### config.mk
export PLATFORM = sky130hd
export DESIGN_NAME = led_sink_ctrl
export DESIGN_NICKNAME = d
export VERILOG_FILES = /design/src/rtl/led_drv_pkg.sv /design/src/rtl/led_mode_seq.sv /design/src/rtl/led_shift_chain.sv /design/src/rtl/led_store_gate.sv /design/src/rtl/led_fault_capture.sv /design/src/rtl/led_sink_ctrl.sv
export SDC_FILE = /design/constraint.sdc
export NUM_CORES = 1
export LEC_CHECK = 0
export BUFFER_PORTS_ARGS = -buffer_cell sky130_fd_sc_hd__clkbuf_2
export CAP_MARGIN = 10
export CORE_MARGIN = 5
export CORE_UTILIZATION = 55
export CTS_CLUSTER_SIZE = 28
export DETAILED_ROUTE_END_ITERATION = 10
export PLACE_DENSITY = 0.8
export SKIP_LAST_GASP = 1
export SLEW_MARGIN = 30
export SYNTH_ARGS = -nofsm -noshare
export SYNTH_HDL_FRONTEND = slang
export SYNTH_SLANG_ARGS = --single-unit
### constraint.sdc
create_clock -name clk -period 4.05 [get_ports clk]
set_input_delay 0.81 -clock clk [delete_from_list [all_inputs] [get_ports clk]]
set_output_delay 0.81 -clock clk [all_outputs]
set_load 0.01 [all_outputs]
### src/rtl/led_drv_pkg.sv
package led_drv_pkg;

  // Fault type reported in diagnostic mode
  typedef enum logic [1:0] {
    SEL_OPEN = 2'b00,
    SEL_GND  = 2'b01,
    SEL_SUP  = 2'b10,
    SEL_ANY  = 2'b11
  } flt_sel_e;

  localparam int SEQ_STEPS = 5;
  localparam int PIN_BITS  = 2;  // {oe_n, le} per edge
  localparam int SEQ_BITS  = SEQ_STEPS * PIN_BITS;

  // Oldest edge in the top pair, newest in the bottom pair
  localparam logic [SEQ_BITS-1:0] ENTER_PAT = 10'b10_00_10_11_10;
  localparam logic [SEQ_BITS-1:0] EXIT_PAT  = 10'b10_00_10_00_10;

  // Selector from the two serial bits taken during entry
  function automatic flt_sel_e sel_from_bits(input logic hi, input logic lo);
    return flt_sel_e'({hi, lo});
  endfunction

endpackage

### src/rtl/led_mode_seq.sv
module led_mode_seq
  import led_drv_pkg::*;
#(
  parameter int STEPS = SEQ_STEPS,
  parameter logic [2*STEPS-1:0] ENTER = ENTER_PAT,
  parameter logic [2*STEPS-1:0] EXIT  = EXIT_PAT
) (
  input  logic     clk,
  input  logic     rst_n,
  input  logic     oe_n,
  input  logic     le,
  input  logic     sdi,
  output logic     diag_q,
  output flt_sel_e sel_q,
  output logic     enter_hit,
  output logic     exit_hit
);

  localparam int HW = 2 * STEPS;

  logic [HW-1:0] hist_q;
  logic [HW-1:0] hist_nx;
  logic          sdi_q;

  // Window including the levels present at this edge
  assign hist_nx   = {hist_q[HW-3:0], oe_n, le};
  assign enter_hit = !diag_q && (hist_nx == ENTER);
  assign exit_hit  = diag_q && (hist_nx == EXIT);

  always_ff @(posedge clk or negedge rst_n) begin
    if (!rst_n) begin
      hist_q <= '0;
      sdi_q  <= 1'b0;
      diag_q <= 1'b0;
      sel_q  <= SEL_OPEN;
    end else begin
      sdi_q  <= sdi;
      // A recognised pattern is consumed so it cannot retrigger
      hist_q <= (enter_hit || exit_hit) ? '0 : hist_nx;
      if (enter_hit) begin
        diag_q <= 1'b1;
        sel_q  <= sel_from_bits(sdi_q, sdi);
      end else if (exit_hit) begin
        diag_q <= 1'b0;
      end
    end
  end

endmodule

### src/rtl/led_shift_chain.sv
module led_shift_chain #(
  parameter int W = 16
) (
  input  logic         clk,
  input  logic         rst_n,
  input  logic         sdi,
  input  logic         par_load,
  input  logic [W-1:0] par_data,
  output logic [W-1:0] shift_q,
  output logic         sdo
);

  always_ff @(posedge clk or negedge rst_n) begin
    if (!rst_n) begin
      shift_q <= '0;
    end else if (par_load) begin
      shift_q <= par_data;
    end else begin
      shift_q <= {shift_q[W-2:0], sdi};
    end
  end

  assign sdo = shift_q[W-1];

endmodule

### src/rtl/led_store_gate.sv
module led_store_gate #(
  parameter int W = 16
) (
  input  logic         clk,
  input  logic         rst_n,
  input  logic         latch_en,
  input  logic [W-1:0] shift_q,
  input  logic         oe_n,
  input  logic         force_all,
  output logic [W-1:0] store_q,
  output logic [W-1:0] chan_on
);

  always_ff @(posedge clk or negedge rst_n) begin
    if (!rst_n) begin
      store_q <= '0;
    end else if (latch_en) begin
      store_q <= shift_q;
    end
  end

  always_comb begin
    if (oe_n) begin
      chan_on = '0;
    end else if (force_all) begin
      chan_on = '1;
    end else begin
      chan_on = store_q;
    end
  end

endmodule

### src/rtl/led_fault_capture.sv
module led_fault_capture
  import led_drv_pkg::*;
#(
  parameter int W = 16
) (
  input  logic         clk,
  input  logic         rst_n,
  input  logic         cap_en,
  input  flt_sel_e     sel,
  input  logic [W-1:0] f_open,
  input  logic [W-1:0] f_gnd,
  input  logic [W-1:0] f_sup,
  output logic [W-1:0] cap_q
);

  function automatic logic [W-1:0] pick(input flt_sel_e s,
                                        input logic [W-1:0] o,
                                        input logic [W-1:0] g,
                                        input logic [W-1:0] p);
    case (s)
      SEL_OPEN: return o;
      SEL_GND:  return g;
      SEL_SUP:  return p;
      default:  return o | g | p;
    endcase
  endfunction

  always_ff @(posedge clk or negedge rst_n) begin
    if (!rst_n) begin
      cap_q <= '0;
    end else if (cap_en) begin
      cap_q <= pick(sel, f_open, f_gnd, f_sup);
    end
  end

endmodule

### src/rtl/led_sink_ctrl.sv
module led_sink_ctrl
  import led_drv_pkg::*;
#(
  parameter int CHANNELS = 16
) (
  input  logic                clk,
  input  logic                rst_n,
  input  logic                sdi,
  input  logic                le,
  input  logic                oe_n,
  input  logic [CHANNELS-1:0] flt_open,
  input  logic [CHANNELS-1:0] flt_gnd,
  input  logic [CHANNELS-1:0] flt_sup,
  output logic                sdo,
  output logic [CHANNELS-1:0] chan_on
);

  // Named internal events for the checker
  logic                diag_q;
  flt_sel_e            sel_q;
  logic                enter_hit;
  logic                exit_hit;
  logic                store_load;
  logic                shift_load;
  logic                cap_load;
  logic [CHANNELS-1:0] shift_q;
  logic [CHANNELS-1:0] store_q;
  logic [CHANNELS-1:0] cap_q;

  assign store_load = le && !diag_q;
  assign shift_load = le && diag_q;
  assign cap_load   = !oe_n && diag_q;

  led_mode_seq #(
    .STEPS(SEQ_STEPS),
    .ENTER(ENTER_PAT),
    .EXIT (EXIT_PAT)
  ) u_seq (
    .clk      (clk),
    .rst_n    (rst_n),
    .oe_n     (oe_n),
    .le       (le),
    .sdi      (sdi),
    .diag_q   (diag_q),
    .sel_q    (sel_q),
    .enter_hit(enter_hit),
    .exit_hit (exit_hit)
  );

  led_shift_chain #(.W(CHANNELS)) u_chain (
    .clk     (clk),
    .rst_n   (rst_n),
    .sdi     (sdi),
    .par_load(shift_load),
    .par_data(cap_q),
    .shift_q (shift_q),
    .sdo     (sdo)
  );

  led_store_gate #(.W(CHANNELS)) u_store (
    .clk      (clk),
    .rst_n    (rst_n),
    .latch_en (store_load),
    .shift_q  (shift_q),
    .oe_n     (oe_n),
    .force_all(diag_q),
    .store_q  (store_q),
    .chan_on  (chan_on)
  );

  led_fault_capture #(.W(CHANNELS)) u_cap (
    .clk   (clk),
    .rst_n (rst_n),
    .cap_en(cap_load),
    .sel   (sel_q),
    .f_open(flt_open),
    .f_gnd (flt_gnd),
    .f_sup (flt_sup),
    .cap_q (cap_q)
  );

endmodule

==> summary.txt, run 1 <==
crit path buf inv count: 1
Remaining DRCs: 0
fillers: 392
first-pass GRT wire length: 9270 um
post-synthesis average cell area: 11.2 um2
Seq. cell area: 1500 um2
Worst path depth: 3
worst slew pin tran: 0.690 ns
FMAX: 433 MHz
Post-CTS Setup Inserts: 0
cell count after synthesis: 247
CP startpoint kind: flip-flop
final instance area: 3320 um2
number of global-route vias before repair: 1917
RR Endpoint: u_chain.shift_q[14]$_DFF_PN0_
Overall Global Routing Usage: 18.7%
Die Span Y: 80.8 um
Final Max Tran Viols: 0
critical path endpoint category: primary output
synth unique cells: 28
RSZ-0062 raised after global routing: false
Clock Path Buffers: 2
VDD IR max: 0.215 mV
Worst Skew: 0.00333 ns
CTS Sinks: 60
commonest non-fill, non-tap cell in the layout: clkbuf_2
status: finished clean
crit path capture: chan_on[3]
post-CTS resize count: 0
Placer Congestion: 0.748
Clk pin slew, worst setup/hold paths: 0.06 ns
worst min-delay path category: reg -> reg
drt via density: 5.23
r2r startpoint: u_seq.diag_q$_DFFE_PN0P_
vias: 1999
GR Overflow Total: 0
maxcap violations: 0
slack of the critical path: 1.74 ns
CP top delay family: flip-flops
layout net count: 364
period utilisation layout: 57.0%
non-filler cells, final: 382
commonest non-fill, non-tap cells in the layout: clkbuf_2, dfrtp_1, nor2_1, mux2_2, and2_1
Fin Setup TNS: 0 ns
Place WS: 1.72 ns
chip width: 80.8 um
Pwr Density: 442 nW/um2
placed cell areas: 3130 um2
synthesis-stage register bit count: 60
final setup vio count: 0
Initial Util: 57.6%
minimum clock period: 2.31 ns
Initial DRC Count: 126
Cell Area, Synth: 2760 um2
Ys Warns: 0
critical path class: reg -> out
crit path from: u_seq.diag_q$_DFFE_PN0P_
CTS tree: built
Pre-antenna DRT Iters: 4
CTS Root Cell: clkbuf_8
area of the multi-input gates: 1160 um2
Worst slew margin: 53.9%
initial antenna violation count: 0
Clock Latency Late Sink: 0.32 ns
# IOs: 70
worst reg-to-reg path cell count: 2
Max stage delay on crit path: 0.77 ns
share of cells above drive strength 1: 39.0%
dpl cells: 367
core box area: 4790 um2
sequential share of the synthesized area: 54.4%
leakage power: 1.68 nW
cell repeated most along the worst path: nor2_1
ANT nets after route: 0
Post-Route WL: 5400 um
die outline area: 6530 um2
antenna fix cells: 0
Clock H-tree levels: 3
CTS Buf Count: 9
IO buf count: 69
Syn Nets: 300
DR WL/cell: 14.1 um
number of cells on the worst hold path: 0
Reg2Reg Setup Slack: 2.08 ns
Rows: 25
Final Util: 69.3%
pin count of the biggest net entering global routing: 35
slowest CP cell: dfrtp_1
crit-path cells: nor2_1, nor2_1, clkbuf_2
CP required: 3.24 ns
Area growth syn-to-layout: 20.2%
hpwl dp: 3890 um
Critical Path AT: 1.50 ns
cts hold-fix bufs: 0
CP Max Fanout: 23
final hold violation count: 0
cells by family after synthesis:
family | Yosys count | share of synthesized area (%)
DFF | 60 | 54.4
AOI/OAI and AO/OA | 53 | 13.7
muxes | 34 | 13.9
and+or+nand+nor | 77 | 14.2
buffers and inverters | 23 | 3.76
how the worst min path moves through the flow:
stage / slack (ns) / start / to
2_1_floorplan: 0.42 / u_seq.hist_q[2]$_DFF_PN0_ / u_seq.hist_q[4]$_DFF_PN0_
3_3_place_gp: 0.37 / u_seq.hist_q[2]$_DFF_PN0_ / u_seq.hist_q[4]$_DFF_PN0_
3_5_place_dp: 0.37 / u_seq.hist_q[2]$_DFF_PN0_ / u_seq.hist_q[4]$_DFF_PN0_
4_1_cts: 0.38 / u_seq.hist_q[2]$_DFF_PN0_ / u_seq.hist_q[4]$_DFF_PN0_
5_1_grt: 0.40 / u_seq.hist_q[2]$_DFF_PN0_ / u_seq.hist_q[4]$_DFF_PN0_
6_report: 0.38 / u_seq.hist_q[2]$_DFF_PN0_ / u_seq.hist_q[4]$_DFF_PN0_
synth_stat cells:
cell	count	area share [%]
a41oi_1	1	0.32
nand4_2	1	0.45
dlygate4sd3_1	1	0.36
nand3_1	1	0.18
buf_1	2	0.27
nor4b_4	1	0.86
and3b_1	1	0.32
buf_2	6	1.1
dfrtp_1	60	54
clkbuf_1	10	1.4
and2_1	18	4.1
nand2_1	17	2.3
buf_4	1	0.27
inv_1	3	0.41
mux2_1	3	1.2
nand2b_1	1	0.23
o21ai_0	16	2.9
a31oi_1	2	0.45
nor2_2	1	0.23
a21o_1	16	4.4
nor2b_1	2	0.45
o211ai_1	1	0.27
mux2_2	31	13
and4bb_2	1	0.45
nor2_1	32	4.4
o2bb2a_1	1	0.36
nor3b_1	1	0.27
a221oi_1	16	5.1
routing by layer:
metal / share of wire, % / vias to the layer above / track usage, %
met5: 0 / - / 0
met4: 1.9 / 0 / 8.11
met3: 6.9 / 9 / 4.66
met2: 43 / 72 / 26.0
met1: 48 / 928 / 27.6
li1: - / 990 / -
state kept, by name (all words and copies together) (netlist names):
register         cells
u_chain.shift_q     16
u_store.store_q     16
u_seq.diag_q         1
u_seq.hist_q         8
u_seq.sel_q          2
u_cap.cap_q         16
u_seq.sdi_q          1
worst reg2reg max path: stages (launching register included):
cell	delay, ns
dfrtp_1	0.77
nand2_1	0.62
mux2_2	0.46
power breakdown:
part	leakage, nW	switching, W	internal (W)	total, W
clock	0.0986	0.000206	0.000285	0.000491
combinational	0.861	0.0000986	0.000100	0.000199
sequential	0.717	0.0000639	0.000711	0.000775
area by class of cell:
type	instances	area share, %
clock buffer	14	5.51
tap	67	2.53
sequential	60	45.3
timing repair buffer	73	11.3
multi-input combinational	164	34.9
inverter	3	0.340
clock inverter	1	0.151
metrics by stage:
stage	hold WS [ns]	total power (W)
5_1_grt	0.399	0.00155
4_1_cts	0.380	0.00148
3_5_place_dp	0.367	0.000988
3_3_place_gp	0.367	0.000968
6_report	0.383	0.00146
2_1_floorplan	0.422	0.000891
(Power assumes the default switching activity.)
==> run 2, diff against run 1 <==
Settings changed: CORE_UTILIZATION 55 to 47, PLACE_DENSITY 0.8 to 0.73.
Clock period 4.05 ns to 1.9 ns, I/O delays scaled along.
==> summary.txt, run 2 (synthesis gave the netlist of run 1 again) <==
Fin Setup TNS: 0 ns (unchanged)
minimum clock period: 1.66 ns
Post-Route WL: 5320 um (-1.4%)
Die Span Y: 86.6 um (+7.2%)
final hold violation count: 0 (unchanged)
slack of the critical path: 0.240 ns (-1.50 ns)
Worst slew margin: 57.1% (+3.2 points)
pin count of the biggest net entering global routing: 61 (+74%)
Placer Congestion: 0.842 (+12%)
Final Util: 58.3% (-11 points)
Final Max Tran Viols: 0 (unchanged)
FMAX: 603 MHz
worst reg-to-reg path cell count: 3 (+1)
status: finished clean
worst min-delay path category: in -> async
Place WS: 0.336 ns (-1.38 ns)
die outline area: 7500 um2 (+15%)
cell repeated most along the worst path: nor2_1
vias: 2008 (+0.45%)
Pre-antenna DRT Iters: 4 (unchanged)
Remaining DRCs: 0 (unchanged)
final setup vio count: 0 (unchanged)
Initial DRC Count: 54 (-57%)
r2r startpoint: u_seq.hist_q[5]$_DFF_PN0_
Max stage delay on crit path: 0.60 ns (-0.17 ns)
Rows: 28 (+12%)
Clock H-tree levels: 3 (unchanged)
CTS Buf Count: 9 (unchanged)
antenna fix cells: 0 (unchanged)
chip width: 86.6 um (+7.2%)
Pwr Density: 961 nW/um2 (+120%)
Critical Path AT: 1.28 ns (-0.22 ns)
worst slew pin tran: 0.643 ns (-0.0470 ns)
Post-CTS Setup Inserts: 0 (unchanged)
core box area: 5820 um2 (+22%)
Initial Util: 47.4% (-10 points)
commonest non-fill, non-tap cells in the layout: clkbuf_2, dfrtp_1, nor2_1, mux2_2, and2_1
non-filler cells, final: 393 (+2.9%)
Clk pin slew, worst setup/hold paths: 0.06 ns (about the same)
top flop regs: u_cap.cap_q (16), u_chain.shift_q (16), u_store.store_q (16)
crit path from: u_seq.diag_q$_DFFE_PN0P_
slowest CP cell: dfrtp_2
GR Overflow Total: 0 (unchanged)
Worst Skew: 0.00651 ns (+0.00318 ns)
Pwr Total: 0.00326 W (+120%)
VDD IR max: 0.494 mV (+130%)
CTS Sinks: 60 (unchanged)
number of global-route vias before repair: 1996 (+4.1%)
period utilisation layout: 87.3%
# IOs: 70 (unchanged)
critical path class: reg -> out
first-pass GRT wire length: 9360 um (+0.97%)
maxcap violations: 0 (unchanged)
CTS tree: built
post-CTS resize count: 0 (unchanged)
Clock Latency Late Sink: 0.33 ns (about the same)
hpwl dp: 3960 um (+1.9%)
CP required: 1.52 ns (-1.72 ns)
commonest non-fill, non-tap cell in the layout: clkbuf_2
ANT nets after route: 0 (unchanged)
CP startpoint kind: flip-flop
critical path endpoint category: primary output
Overall Global Routing Usage: 16.2% (-2.5 points)
RSZ-0062 raised after global routing: false
share of cells above drive strength 1: 39.9% (+0.89 points)
initial antenna violation count: 0 (unchanged)
cts hold-fix bufs: 0 (unchanged)
dpl cells: 379 (+3.3%)
DR WL/cell: 13.5 um (-4.2%)
fillers: 521 (+33%)
Clock Path Buffers: 2 (unchanged)
IO buf count: 69 (unchanged)
Area growth syn-to-layout: 22.8%
CP Max Fanout: 23 (unchanged)
layout net count: 368 (+1.1%)
drt via density: 5.11 (-2.4%)
CTS Root Cell: clkbuf_8
leakage power: 1.71 nW (+1.7%)
crit-path cells: nor2_1, nor2_1, clkbuf_2
==> run 2: changes by cell type in the layout (fill, tap and decap cells not counted), sizes merged <==
cell / before / now
buf: 4 / 8
bufinv: 0 / 1
clkbuf: 83 / 82
clkinv: 1 / 0
==> run 2: worst max-delay path: cells and delay by family (launching register included) <==
family	cells	cell delay [ns]
simple gates	2	0.21
flops	1	0.60
buf+inv	1	0.14
==> run 2: worst paths after layout <==
kind / endpoint / slack, ns
worst min-delay path: u_seq.sel_q[0]$_DFFE_PN0P_ / 0.05
worst min register to register: u_seq.hist_q[4]$_DFF_PN0_ / 0.37
worst max register to register: u_seq.sel_q[1]$_DFFE_PN0P_ / 0.44
min in group clk: u_seq.sdi_q$_DFF_PN0_ / 0.19
worst max-delay path: chan_on[3] / 0.24
max in group asynchronous: u_seq.diag_q$_DFFE_PN0P_ / 1.59
==> run 2: metrics by stage <==
| step | hold WS, ns | area, um2 |
|---|---|---|
| final | 0.0489 | 3390 |
| after global routing | 0.0722 | 3390 |
| after CTS | 0.0540 | 3390 |
| after detailed placement | 0.356 | 3180 |
| after global placement | 0.359 | 3180 |
| after floorplan | 0.0844 | 2760 |
==> run 2: area by class of cell <==
| type | instances | area, um2 | area share (%) |
|---|---|---|---|
| repair buffers | 77 | 418 | 12.3 |
| flip-flops and latches | 60 | 1500 | 44.4 |
| clock buffers | 13 | 179 | 5.28 |
| clock inverters | 1 | 30.0 | 0.886 |
| multi-input cells | 164 | 1150 | 34.0 |
| inverters | 3 | 11.3 | 0.332 |
| well taps | 75 | 93.8 | 2.77 |
==> run 2: per-layer routing <==
layer  wire (um)  up-vias  track usage (%)
met1        2520      934             22.5
met3         330       11             4.09
met4         146        0             9.35
li1            -     1003                -
met5           0        -                0
met2        2320       60             22.8
==> run 2: report_power, final <==
| group | internal [W] | switching, W | total (W) |
|---|---|---|---|
| registers | 0.00152 | 0.000133 | 0.00165 |
| clock network | 0.000734 | 0.000445 | 0.00118 |
| logic | 0.000220 | 0.000208 | 0.000428 |
| total | 0.00247 | 0.000786 | 0.00326 |
==> run 3, diff against run 2 <==
Settings changed: BUFFER_PORTS_ARGS -buffer_cell sky130_fd_sc_hd__clkbuf_2 to default, CORE_UTILIZATION 47 to 55, DONT_BUFFER_PORTS from default to 1, PLACE_DENSITY 0.73 to 0.71, SETUP_SLACK_MARGIN from default to 0.5.
==> summary.txt, run 3 (synthesis gave the netlist of run 1 again) <==
status: finished with violations
failing checks: hold timing
share of cells above drive strength 1: 39.2% (-0.72 points)
FMAX: 642 MHz (+6.6%)
die outline area: 6530 um2 (-13%)
drt via density: 5.60 (+9.7%)
CTS tree: built
Clock Path Buffers: 2 (unchanged)
commonest non-fill, non-tap cells in the layout: dfrtp_1, mux2_2, nor2_2, and2_1
VDD IR max: 0.412 mV (-17%)
worst min-delay path category: in -> async
CTS Sinks: 60 (unchanged)
vias: 1804 (-10%)
clock network fraction of total power: 32.6% (-3.6 points)
worst slew pin tran: 0.396 ns (-0.247 ns)
hpwl dp: 3500 um (-12%)
Final Util: 68.2% (+10 points)
minimum clock period: 1.56 ns (-0.102 ns)
Clock Latency Late Sink: 0.33 ns (about the same)
commonest non-fill, non-tap cell in the layout: dfrtp_1
Initial Util: 57.6% (+10 points)
Max stage delay on crit path: 0.51 ns (-0.09 ns)
DR top layer: met4
CTS Root Cell: clkbuf_8
Rows: 25 (-11%)
Clk pin slew, worst setup/hold paths: 0.06 ns (about the same)
CP required: 1.52 ns (about the same)
first-pass GRT wire length: 8690 um (-7.2%)
RSZ-0062 raised after global routing: true
antenna fix cells: 0 (unchanged)
Area growth syn-to-layout: 18.4%
cell-internal power: 0.00224 W (-9.5%)
IO buf count: 0 (-100%)
final hold violation count: 60 (+60)
pin count of the biggest net entering global routing: 61 (unchanged)
period utilisation layout: 82.0% (-5.4 points)
Switch Pwr: 0.000750 W (-4.5%)
Pwr Total: 0.00299 W (-8.3%)
dpl cells: 301 (-21%)
initial antenna violation count: 0 (unchanged)
CP startpoint kind: flip-flop
Critical Path AT: 1.18 ns (-0.10 ns)
Initial DRC Count: 70 (+30%)
maxcap violations: 0 (unchanged)
CP Max Fanout: 8 (-65%)
Fin Setup TNS: 0 ns (unchanged)
Final Max Tran Viols: 0 (unchanged)
Remaining DRCs: 0 (unchanged)
Placer Congestion: 0.705 (-16%)
final setup vio count: 0 (unchanged)
final instance area: 3270 um2 (-3.6%)
ANT nets after route: 0 (unchanged)
critical path endpoint category: primary output
M1 WL: 2440 um (-3.4%)
critical path class: reg -> out
layout net count: 304 (-17%)
Clock H-tree levels: 3 (unchanged)
Seq pwr share: 55.7% (+5.1 points)
chip width: 80.8 um (-6.7%)
leakage power: 1.47 nW (-14%)
placed cell areas: 2800 um2 (-12%)
Die Span Y: 80.8 um (-6.7%)
met3 wire length: 415 um (+26%)
top flop regs: u_cap.cap_q (16), u_chain.shift_q (16), u_store.store_q (16)
crit-path cells: buf_12, nor2_4, nor2_2
Pwr Density: 915 nW/um2 (-4.8%)
Worst Skew: 0.00380 ns (-0.00271 ns)
number of global-route vias before repair: 1843 (-7.7%)
sw frac: 25.1% (+0.98 points)
Pre-antenna DRT Iters: 4 (unchanged)
DR WL/cell: 16.1 um (+19%)
met2 routed WL: 2200 um (-5.3%)
GR Overflow Total: 0 (unchanged)
slowest CP cell: dfrtp_4
Post-Route WL: 5190 um (-2.5%)
Overall Global Routing Usage: 17.9% (+1.8 points)
core box area: 4790 um2 (-18%)
Logic pwr share: 11.6% (-1.5 points)
# IOs: 70 (unchanged)
CTS Buf Count: 9 (unchanged)
Worst slew margin: 73.5% (+16 points)
non-filler cells, final: 322 (-18%)
worst hold slack: -0.265 ns (-0.314 ns)
run 3: cell count changes in the layout (fill, tap and decap cells not counted), sizes merged:
cell	previous run	this run
clkinv	0	2
buf	8	13
bufinv	1	0
clkbuf	82	13
run 3: stage by stage:
stage / setup slack (ns) / hold WS, ns
after floorplan: 0.532 / 0.0844
after global placement: 0.374 / 0.0864
after detailed placement: 0.328 / 0.0860
after CTS: 0.345 / -0.287
after global routing: 0.295 / -0.291
final: 0.342 / -0.265
run 3: path summary, 6_finish.rpt:
| kind | startpoint | to | slack (ns) | cells past startpoint |
|---|---|---|---|---|
| hold reg to reg | u_seq.hist_q[2]$_DFF_PN0_ | u_seq.hist_q[4]$_DFF_PN0_ | 0.37 | 0 |
| max in group asynchronous | rst_n | u_cap.cap_q[1]$_DFFE_PN0P_ | 2.07 | 0 |
| setup reg to reg | u_seq.diag_q$_DFFE_PN0P_ | u_store.store_q[4]$_DFFE_PN0P_ | 0.40 | 4 |
| min in group clk | sdi | u_seq.sdi_q$_DFF_PN0_ | 0.07 | 0 |
| setup / recovery | u_seq.diag_q$_DFFE_PN0P_ | chan_on[6] | 0.34 | 3 |
| hold / removal | rst_n | u_seq.hist_q[3]$_DFF_PN0_ | -0.27 | 0 |
run 3: cell type report:
class | count | area (um2)
clock inverters | 2 | 10.0
repair buffers | 13 | 156
clock buffers | 13 | 159
flip-flops and latches | 60 | 1510
well taps | 67 | 83.8
fillers | 376 | 1520
inverters | 3 | 11.3
multi-input cells | 164 | 1340
run 3: power groups by stage:
stage               Clock (W)  Sequential, W  Combinational [W]
global route          0.00106        0.00170           0.000399
floorplan                   0        0.00162           0.000277
detailed placement          0        0.00167           0.000312
finish               0.000974        0.00167           0.000348
global placement            0        0.00167           0.000296
CTS                   0.00101        0.00166           0.000336
run 3: repair_timing:
action,4_1_cts,5_1_grt
setup endpoints to repair,69,62
gates cloned,0,1
pin swaps,4,3
buffers inserted,4,1
gates resized for setup,37,35
endpoints found under the hold margin,60,60
run 3: worst max-delay path, delay by kind of cell (launching register included):
family	cells	cell delay [ns]
and+or+nand+nor	2	0.16
DFF	1	0.51
buffers and inverters	1	0.17
run 3: per-layer routing:
layer / GRT usage, % / up-vias
li1: - / 882
met1: 24.8 / 840
met2: 24.5 / 72
met3: 5.10 / 10
met4: 11.7 / 0
met5: 0 / -
